## src/rtl/scl_clkgen_pkg.sv

```systemverilog
package scl_clkgen_pkg;

  typedef enum logic [1:0] {
    PH_IDLE = 2'd0,
    PH_LOW  = 2'd1,
    PH_HIGH = 2'd2
  } phase_e;

endpackage

```

## src/rtl/scl_div_decode.sv

```systemverilog
module scl_div_decode #(
  parameter int LO_W    = 7,
  parameter int HI_W    = 5,
  parameter int MIN_DIV = 3,
  parameter int CNT_W   = LO_W + HI_W + 3
) (
  input  logic [LO_W-1:0]  div_lo,
  input  logic [HI_W-1:0]  div_hi,
  input  logic             fast_sel,
  output logic             legal,
  output logic [CNT_W-1:0] low_len,
  output logic [CNT_W-1:0] high_len
);
  localparam int DIV_W = LO_W + HI_W;

  logic [DIV_W-1:0] cc;
  logic [CNT_W-1:0] base;

  always_comb begin
    cc    = {div_hi, div_lo};
    legal = (cc >= DIV_W'(MIN_DIV));
    // both modes share a high phase of CC+2 cycles
    base     = CNT_W'(cc) + CNT_W'(2);
    high_len = base;
    // fast: low is twice high; standard: low takes the odd extra cycle
    low_len  = fast_sel ? (base << 1) : (base + CNT_W'(1));
  end

endmodule

```

## src/rtl/scl_len_hold.sv

```systemverilog
module scl_len_hold #(
  parameter int CNT_W = 15
) (
  input  logic             clk,
  input  logic             rst,
  input  logic             load,
  input  logic [CNT_W-1:0] low_in,
  input  logic [CNT_W-1:0] high_in,
  output logic [CNT_W-1:0] low_q,
  output logic [CNT_W-1:0] high_q
);

  always_ff @(posedge clk) begin
    if (rst) begin
      low_q  <= '0;
      high_q <= '0;
    end else if (load) begin
      low_q  <= low_in;
      high_q <= high_in;
    end
  end

endmodule

```

## src/rtl/scl_phase_seq.sv

```systemverilog
module scl_phase_seq
  import scl_clkgen_pkg::*;
#(
  parameter int CNT_W = 15
) (
  input  logic             clk,
  input  logic             rst,
  input  logic             en,
  input  logic             legal,
  input  logic [CNT_W-1:0] low_len,
  input  logic [CNT_W-1:0] high_len,
  input  logic             scl_in,
  output logic             load,
  output logic             drive_low,
  output logic             tick_fall,
  output logic             tick_rise,
  output logic             tick_mid
);
  localparam logic [CNT_W-1:0] ONE = CNT_W'(1);

  phase_e           state_q, state_d;
  logic [CNT_W-1:0] cnt_q, cnt_d;
  logic             start_ok;
  logic             rise_d, mid_d;

  always_comb begin
    start_ok = en && legal;
    state_d  = state_q;
    cnt_d    = cnt_q;
    unique case (state_q)
      PH_IDLE: begin
        if (start_ok) begin
          state_d = PH_LOW;
          cnt_d   = '0;
        end
      end
      PH_LOW: begin
        if (cnt_q == low_len - ONE) begin
          state_d = PH_HIGH;
          cnt_d   = '0;
        end else begin
          cnt_d = cnt_q + ONE;
        end
      end
      PH_HIGH: begin
        // counting stalls while a target holds the line low
        if (scl_in) begin
          if (cnt_q == high_len - ONE) begin
            state_d = start_ok ? PH_LOW : PH_IDLE;
            cnt_d   = '0;
          end else begin
            cnt_d = cnt_q + ONE;
          end
        end
      end
      default: begin
        state_d = PH_IDLE;
        cnt_d   = '0;
      end
    endcase
    if (!en) begin
      state_d = PH_IDLE;
      cnt_d   = '0;
    end
    load   = (state_d == PH_LOW) && (state_q != PH_LOW);
    rise_d = (state_q == PH_HIGH) && scl_in && (cnt_q == '0);
    mid_d  = (state_q == PH_HIGH) && scl_in && (cnt_q == (high_len >> 1));
  end

  always_ff @(posedge clk) begin
    if (rst) begin
      state_q   <= PH_IDLE;
      cnt_q     <= '0;
      drive_low <= 1'b0;
      tick_fall <= 1'b0;
      tick_rise <= 1'b0;
      tick_mid  <= 1'b0;
    end else begin
      state_q   <= state_d;
      cnt_q     <= cnt_d;
      drive_low <= (state_d == PH_LOW);
      tick_fall <= load;
      tick_rise <= rise_d && en;
      tick_mid  <= mid_d && en;
    end
  end

endmodule

```

## src/rtl/scl_clkgen.sv

```systemverilog
module scl_clkgen #(
  parameter int LO_W    = 7,
  parameter int HI_W    = 5,
  parameter int MIN_DIV = 3
) (
  input  logic            clk,
  input  logic            rst,
  input  logic            en,
  input  logic [LO_W-1:0] div_lo,
  input  logic [HI_W-1:0] div_hi,
  input  logic            fast_sel,
  input  logic            scl_in,
  output logic            scl_drive_low,
  output logic            tick_fall,
  output logic            tick_rise,
  output logic            tick_mid,
  output logic            cfg_err
);
  localparam int DIV_W = LO_W + HI_W;
  localparam int CNT_W = DIV_W + 3;

  logic             legal;
  logic             load;
  logic [CNT_W-1:0] low_live, high_live;
  logic [CNT_W-1:0] low_hold, high_hold;
  logic [CNT_W-1:0] low_use, high_use;

  scl_div_decode #(
    .LO_W(LO_W), .HI_W(HI_W), .MIN_DIV(MIN_DIV), .CNT_W(CNT_W)
  ) u_decode (
    .div_lo  (div_lo),
    .div_hi  (div_hi),
    .fast_sel(fast_sel),
    .legal   (legal),
    .low_len (low_live),
    .high_len(high_live)
  );

  scl_len_hold #(.CNT_W(CNT_W)) u_hold (
    .clk    (clk),
    .rst    (rst),
    .load   (load),
    .low_in (low_live),
    .high_in(high_live),
    .low_q  (low_hold),
    .high_q (high_hold)
  );

  // lengths in force for the running period are the captured ones
  assign low_use  = low_hold;
  assign high_use = high_hold;

  scl_phase_seq #(.CNT_W(CNT_W)) u_seq (
    .clk      (clk),
    .rst      (rst),
    .en       (en),
    .legal    (legal),
    .low_len  (low_use),
    .high_len (high_use),
    .scl_in   (scl_in),
    .load     (load),
    .drive_low(scl_drive_low),
    .tick_fall(tick_fall),
    .tick_rise(tick_rise),
    .tick_mid (tick_mid)
  );

  always_ff @(posedge clk) begin
    if (rst) cfg_err <= 1'b0;
    else     cfg_err <= en && !legal;
  end

endmodule

```

## config.mk

```make
export PLATFORM = sky130hd
export DESIGN_NAME = scl_clkgen
export DESIGN_NICKNAME = d
export VERILOG_FILES = /design/src/rtl/scl_clkgen_pkg.sv /design/src/rtl/scl_div_decode.sv /design/src/rtl/scl_len_hold.sv /design/src/rtl/scl_phase_seq.sv /design/src/rtl/scl_clkgen.sv
export SDC_FILE = /design/constraint.sdc
export NUM_CORES = 1
export LEC_CHECK = 0
export BUFFER_PORTS_ARGS = -buffer_cell sky130_fd_sc_hd__buf_2
export CORE_UTILIZATION = 48
export CTS_CLUSTER_SIZE = 25
export DETAILED_ROUTE_END_ITERATION = 8
export GPL_ROUTABILITY_DRIVEN = 0
export GPL_TIMING_DRIVEN = 0
export PLACE_DENSITY = 0.65
export SLEW_MARGIN = 20
export SYNTH_ARGS = -nofsm -noshare
export SYNTH_HDL_FRONTEND = slang
export SYNTH_SLANG_ARGS = --single-unit
export TNS_END_PERCENT = 1
```

## constraint.sdc

```tcl
create_clock -name clk -period 6.53 [get_ports clk]
set_input_delay 0.653 -clock clk [delete_from_list [all_inputs] [get_ports clk]]
set_output_delay 0.653 -clock clk [all_outputs]
set_load 0.05 [all_outputs]
```

==> flow_metrics.tcl, run 1 <==
set metrics [dict create \
    grt_antenna_before_repair 0 \
    insertion_delay_ns 0.30 \
    synth-adder-area-share_pct 3.851 \
    design_power_total_mw 0.8069 \
    synth_xor_area_share_pct 13.27 \
    drive_above_1_share_pct 11.88 \
    detailroute.via_count 3880 \
    drt_pre_antenna_iters 5 \
    synth.ff_latch_count 49 \
    grt_start_max_net_pins 16 \
    total_leakage_power_nw 1.755 \
    fin_crit_sh_pct 58.26 \
    slowest_stage_delay_on_critical_path_ns 0.78 \
    number_of_synthesized_flops_with_an_enable_pin 0 \
    placement.io_buffers 19 \
    critical_path.max_fanout 10 \
    type_of_the_worst_setup_path "register to register" \
    synthDistinctLibCells 61 \
    synth_area_um2 4159 \
    max-vdd-ir-drop_mv 0.1232 \
    synth_compound_gate_area_share_pct 14.65 \
    rsz0062_at_grt "no" \
    dpl.hpwl_um 8456 \
    first_global_vias 3544 \
    muxShareOfSynthArea_pct 10.41 \
    timing.hold.worst.class "register to register" \
    maxSlewHeadroom_pct 36.71 \
    slowest_stage "nor4b_1" \
    floorplan.initialDensity_pct 50.11 \
    std_cell_rows 33 \
    post_cts.repair.setup_buffers 0 \
    total_inserted_antenna_cells 0 \
    synth-seq-area-share_pct 23.59 \
    crit_arrival_ns 3.97 \
    synth.net_count 549 \
    cts-resized-gates 0 \
    synth_top_family_by_area "simple AND/OR/NAND/NOR gates" \
    postRouteWirelength_um 11040 \
    layout.nets 575 \
    yosysWarningCount 0 \
    crit_family "simple AND/OR/NAND/NOR gates" \
    startpoint_type "register" \
    core-area_um2 8299 \
    die_width_um 95.09 \
    ctsRootBufferMaster "clkbuf_8" \
    synthesis.instances 520 \
    setup_tns_ns 0 \
    cts_hold_buf 0 \
    avgViaCountPerCell 5.951 \
    clock_sink_count 49 \
    cts_buffers 5 \
    clockBufferDepth 2 \
    worst_path_most_repeated_cell "a211oi_1" \
    worst_clock_skew_ns 0.006752 \
    globalRouteOverflowTotal 0 \
    routed_len_inst_um 16.92 \
    critPathBufInv 2 \
    share_of_flip_flops_with_an_asynchronous_set_or_reset_after_synthesis_pct 0 \
    cts.htree.levels 2 \
    cts_tree "built" \
    syn_area_per_cell_um2 7.998 \
    path_cells "inv_1 -> ha_1 -> nor4b_1 -> nand3_1 -> or4_1 -> mux2_2 -> a211oi_1 -> a21boi_0 -> o21ai_1 -> clkbuf_1 -> a211oi_1" \
    worst-endpoint-required_ns 6.70 \
    finalCriticalPeriod_ns 3.805 \
    setup.worst_path.end_class "register" \
    synthSimpleGateAreaFrac_pct 27.47 \
    setup_violations 0 \
    run_status "completed" \
    ys_dominant_reg_cell "dfxtp_1" \
    worst_slew_pin_slew_ns 0.9361 \
    die_area_um2 9041 \
    boundaryPins 22 \
    power_per_cell_area_nw_per_um2 178.5 \
    drt_first_iter_violations 238 \
    grt_util_all_layers_pct 26.15 \
    grt_pass1_wl_um 18060 \
    timing.final.hold_violations 0 \
    cap_viol_max_count 0 \
    die_h_um 95.09 \
    route.detailed.drc 0 \
    drt.antenna.violating_nets 0 \
    area_growth_pct 8.664 \
    timing.final.max_slew_violations 0 \
    clk_pin_slew_worst_paths_ns 0.09 \
    max_clock_freq_mhz 262.8 \
]
==> sequential cells by signal, summed over array words and instances (netlist names) <==
register	count
cfg_err	1
u_hold.high_q	13
u_hold.low_q	14
u_seq.cnt_q	15
u_seq.drive_low	1
u_seq.state_q	2
u_seq.tick_fall	1
u_seq.tick_mid	1
u_seq.tick_rise	1
==> synth_stat cells (3+ instances only) <==
master | instances | area (um^2)
nand3_1 | 21 | 105.1
a211o_1 | 6 | 52.55
a211oi_1 | 12 | 90.09
clkbuf_1 | 34 | 127.6
nand2b_1 | 15 | 93.84
o21a_1 | 4 | 30.03
mux2i_1 | 8 | 80.08
mux2_2 | 10 | 112.6
dfxtp_1 | 49 | 980.9
and3_1 | 7 | 43.79
o21ai_0 | 12 | 60.06
nand2_1 | 25 | 93.84
or4_1 | 5 | 37.54
nor2_1 | 46 | 172.7
a21oi_1 | 15 | 75.07
and4_1 | 4 | 35.03
nor3_1 | 23 | 115.1
o22ai_1 | 3 | 18.77
or2_2 | 3 | 18.77
mux2_4 | 16 | 240.2
nor2b_1 | 19 | 118.9
inv_1 | 22 | 82.58
nor4b_1 | 3 | 26.28
xnor2_1 | 46 | 402.9
nor4_1 | 16 | 100.1
ha_1 | 12 | 150.1
nand4_1 | 9 | 56.30
a21o_1 | 5 | 37.54
o32ai_1 | 3 | 26.28
and3b_1 | 3 | 26.28
xor2_1 | 17 | 148.9
a31oi_1 | 7 | 43.79
==> metal layers <==
metal	part of all wire, %	global-route usage, %	wire (um)
met5	0	0	0
met4	2.6	9.975	286
met3	5.0	4.067	553
met2	44	40.48	4864
met1	48	36.24	5330
==> cells by family after synthesis <==
family,count (synthesis)
compound gates,88
flops,49
buf+inv,62
xor+xnor,63
mux,34
simple gates,211
fa+ha+maj,13
==> through the flow <==
stage	cells	instance area, um^2	setup slack, ns	util [%]	hold slack, ns
after floorplan	520	4159	3.344	-	0.4963
after global placement	644	4385	2.833	52.84	0.5394
after detailed placement	644	4385	2.820	52.84	0.5451
after CTS	652	4519	2.801	54.46	0.5577
after global routing	652	4519	2.394	54.46	0.5814
final	652	4519	2.726	54.46	0.5541
==> worst paths after layout <==
check                                  endpoint  slack [ns]  cells after the start       startpoint
worst min register to register  u_hold.low_q[7]        0.55                      2  u_hold.low_q[7]
worst min-delay path            u_hold.low_q[7]        0.55                      2  u_hold.low_q[7]
worst max-delay path             u_seq.cnt_q[4]        2.73                     11  u_hold.low_q[0]
worst max register to register   u_seq.cnt_q[4]        2.73                     11  u_hold.low_q[0]
==> cell type report <==
class,instances,area (um^2)
Tap cell,105,131.4
Inverter,22,82.58
Sequential cell,49,980.9
Fill cell,792,3780
Clock buffer,5,68.82
Buffer,40,198.9
Multi-Input combinational cell,409,2897
Timing Repair Buffer,19,95.09
Clock inverter,3,65.06
==> report_power, final <==
group          total [mW]  switching, mW  internal (mW)  leakage, nW
sequential          0.320         0.0111          0.309        0.398
clock               0.260          0.107          0.152       0.0681
combinational       0.227          0.126          0.101         1.29
==> cells in the final DEF (no fill, tap or decap), types with 4 or more instances in the layout <==
cell type and n:
nor2b_1 19, xor2_1 17, nor4_1 16, dfxtp_1 49, o21a_1 4, mux2_2 10, nand2b_1 15, or4_1 5
a211o_1 6, nand3_1 21, nand4_1 9, and4_1 4, o21ai_0 12, buf_2 20, mux2_4 16, a21oi_1 15
clkbuf_8 5, clkbuf_1 34, a211oi_1 12, a31oi_1 7, inv_1 22, nor3_1 23, a21o_1 5, xnor2_1 46
nor2_1 46, nand2_1 25, and3_1 7, mux2i_1 8, ha_1 12
==> tightest hold or removal path, stage by stage, from the launching register on <==
cell	delay, ns
dfxtp_1	0.37
nand2b_1	0.09
mux2i_1	0.06
(Power assumes the default switching activity.)
==> run 2, diff against run 1 <==
Settings changed: PLACE_DENSITY 0.65 to 0.68.
Clock period 6.53 ns to 3.1 ns, I/O delays scaled along.
==> run 2 against run 1 <==
Net effect:
- global-route usage about the same
- the flow now finishes with violations (negative setup slack)
- cell count up 1.2%
- largest cell class unchanged
- wire length up 2.7%
- highest routed layer unchanged
- combinational power up 130%
- power up 110%
==> flow_metrics.tcl, run 2 (synthesized netlist as in run 1, its figures left out) <==
set metrics [dict create \
    regs_by_ff_count "u_seq.cnt_q x15, u_hold.low_q x14, u_hold.high_q x13" \
    critical_path.reg2reg.startpoint "u_seq.cnt_q[3]" \
    postRouteWirelength_um 11330 \
    max-vdd-ir-drop_mv 0.1946 \
    slowest_stage "clkbuf_1" \
    switching_power_total_mw 0.5484 \
    swShare_pct 32.47 \
    drive_above_1_share_pct 17.84 \
    layout.nets 583 \
    die_h_um 95.09 \
    rsz0062_at_grt "yes" \
    globalRouteOverflowTotal 0 \
    placement.io_buffers 19 \
    route.detailed.drc 0 \
    std_cell_rows 33 \
    regMostFlops "u_seq.cnt_q" \
    dpl.hpwl_um 8511 \
    post-route-worst-setup-slack_ns -0.1817 \
    layout.cells.most_common "dfxtp_1" \
    most-common-layout-cells "dfxtp_1, xnor2_1, nor2_1, clkbuf_1, nand2_1" \
    holdCritStartpoint "div_lo[0]" \
    utilization_pct 56.93 \
    cts_buffers 5 \
    dp_cells 644 \
    maxSlewHeadroom_pct 57.25 \
    worst_slew_pin_slew_ns 0.6412 \
    post_layout_nonfiller_instances 660 \
    routed_len_inst_um 17.17 \
    run_status "complete, but fails checks" \
    stdcell_area_um2 4725 \
    path_cells "clkbuf_1 -> xor2_1 -> xnor2_1 -> o221ai_1 -> nor4_2 -> and4_4 -> mux2_4 -> a211o_1 -> buf_6 -> buf_12 -> mux2_4" \
    power.share.sequential_pct 40.5 \
    avgViaCountPerCell 5.991 \
    startpoint_type "register" \
    fin_crit_sh_pct 105.9 \
    first_global_vias 3664 \
    clk_pin_slew_worst_paths_ns 0.10 \
    timing.hold.worst.class "primary input to register" \
    drt_pre_antenna_iters 6 \
    combinationalPowerShare_pct 31.3 \
    placement.cell_area_um2 4400 \
    cap_viol_max_count 0 \
    drt_first_iter_violations 309 \
    timing.final.hold_violations 0 \
    worst_clock_skew_ns 0.006954 \
    dpl_worst_slack_ns -0.6076 \
    largest_register_ffs 15 \
    power_per_cell_area_nw_per_um2 357.5 \
    area_growth_pct 13.60 \
    die_width_um 95.09 \
    internal_power_mw 1.141 \
    finalCriticalPeriod_ns 3.282 \
    detailroute.via_count 3954 \
    boundaryPins 22 \
    drt.antenna.violating_nets 0 \
    crit_arrival_ns 3.48 \
    total_inserted_antenna_cells 0 \
    max_clock_freq_mhz 304.7 \
    slowest_stage_delay_on_critical_path_ns 0.49 \
    setup_tns_ns -3.415 \
    setup_violations 24 \
    timing.final.max_slew_violations 0 \
    type_of_the_worst_setup_path "register to register" \
    clock_power_share_pct 28.2 \
    critical_path.max_fanout 10 \
    total_leakage_power_nw 1.845 \
    ctsRootBufferMaster "clkbuf_8" \
    die_area_um2 9041 \
    grt_util_all_layers_pct 26.12 \
    worst-endpoint-required_ns 3.30 \
    grt_pass1_wl_um 17910 \
    clock_sink_count 49 \
    grt_antenna_before_repair 0 \
    core-area_um2 8299 \
    worst_path_most_repeated_cell "mux2_4" \
    failing_checks "negative setup slack" \
    clockBufferDepth 2 \
    critical_path.startpoint "u_seq.cnt_q[3]" \
    insertion_delay_ns 0.31 \
    setup.worst_path.end_class "register" \
    cts_tree "built" \
    cts.htree.levels 2 \
    grt_start_max_net_pins 17 \
    floorplan.initialDensity_pct 50.11 \
]
## run 2: metrics by stage
stage	total power [mW]	hold slack (ns)
floorplan	1.053	0.4547
global placement	1.150	0.5215
detailed placement	1.163	0.5411
CTS	1.668	0.3340
global route	1.776	0.3387
finish	1.689	0.3425
## run 2: layout make-up
| class | count | area, um^2 |
|---|---|---|
| repair buffers | 30 | 177.7 |
| fillers | 793 | 3575 |
| plain buffers | 37 | 197.7 |
| inverters | 22 | 85.08 |
| multi-input cells | 409 | 3029 |
| clock inverters | 3 | 46.29 |
| clock buffers | 5 | 68.82 |
| well taps | 105 | 131.4 |
| flip-flops and latches | 49 | 988.4 |
## run 2: routing by layer
metal / routed length, um / up-vias / GRT usage (%)
met4: 325 / 0 / 9.722
met5: 0 / - / 0
li1: - / 1910 / -
met2: 5211 / 118 / 42.68
met1: 5271 / 1898 / 34.69
met3: 523 / 28 / 3.668
## run 2: final timing paths
kind	to	slack (ns)	cells after the start
setup / recovery	u_hold.low_q[10]	-0.18	11
hold / removal	u_hold.high_q[0]	0.34	3
setup reg to reg	u_hold.low_q[10]	-0.18	11
hold reg to reg	u_hold.low_q[12]	0.57	2
## run 2: timing repair
| item | 4_1_cts | 5_1_grt |
|---|---|---|
| buffers inserted | 8 | 3 |
| pin swaps | 4 | 4 |
| gates resized for setup | 23 | 9 |
| hold buffers | 0 | 0 |
| setup endpoints to repair | 44 | 42 |
## run 2: power by group through the flow
stage                     Sequential [mW]  Combinational (mW)  Clock, mW
after detailed placement            0.690               0.473          0
after global routing                0.687               0.575      0.513
final                               0.684               0.529      0.476
after global placement              0.689               0.461          0
after floorplan                     0.687               0.366          0
after CTS                           0.676               0.506      0.486
## run 2: worst max-delay path: cells and delay by family, from the launching register on
kind                      cells  cell delay, ns
and+or+nand+nor               2            0.60
buffers and inverters         3            0.79
muxes                         2            0.60
DFF                           1            0.32
AOI/OAI and AO/OA             2            0.46
xor gates and xnor gates      2            0.40
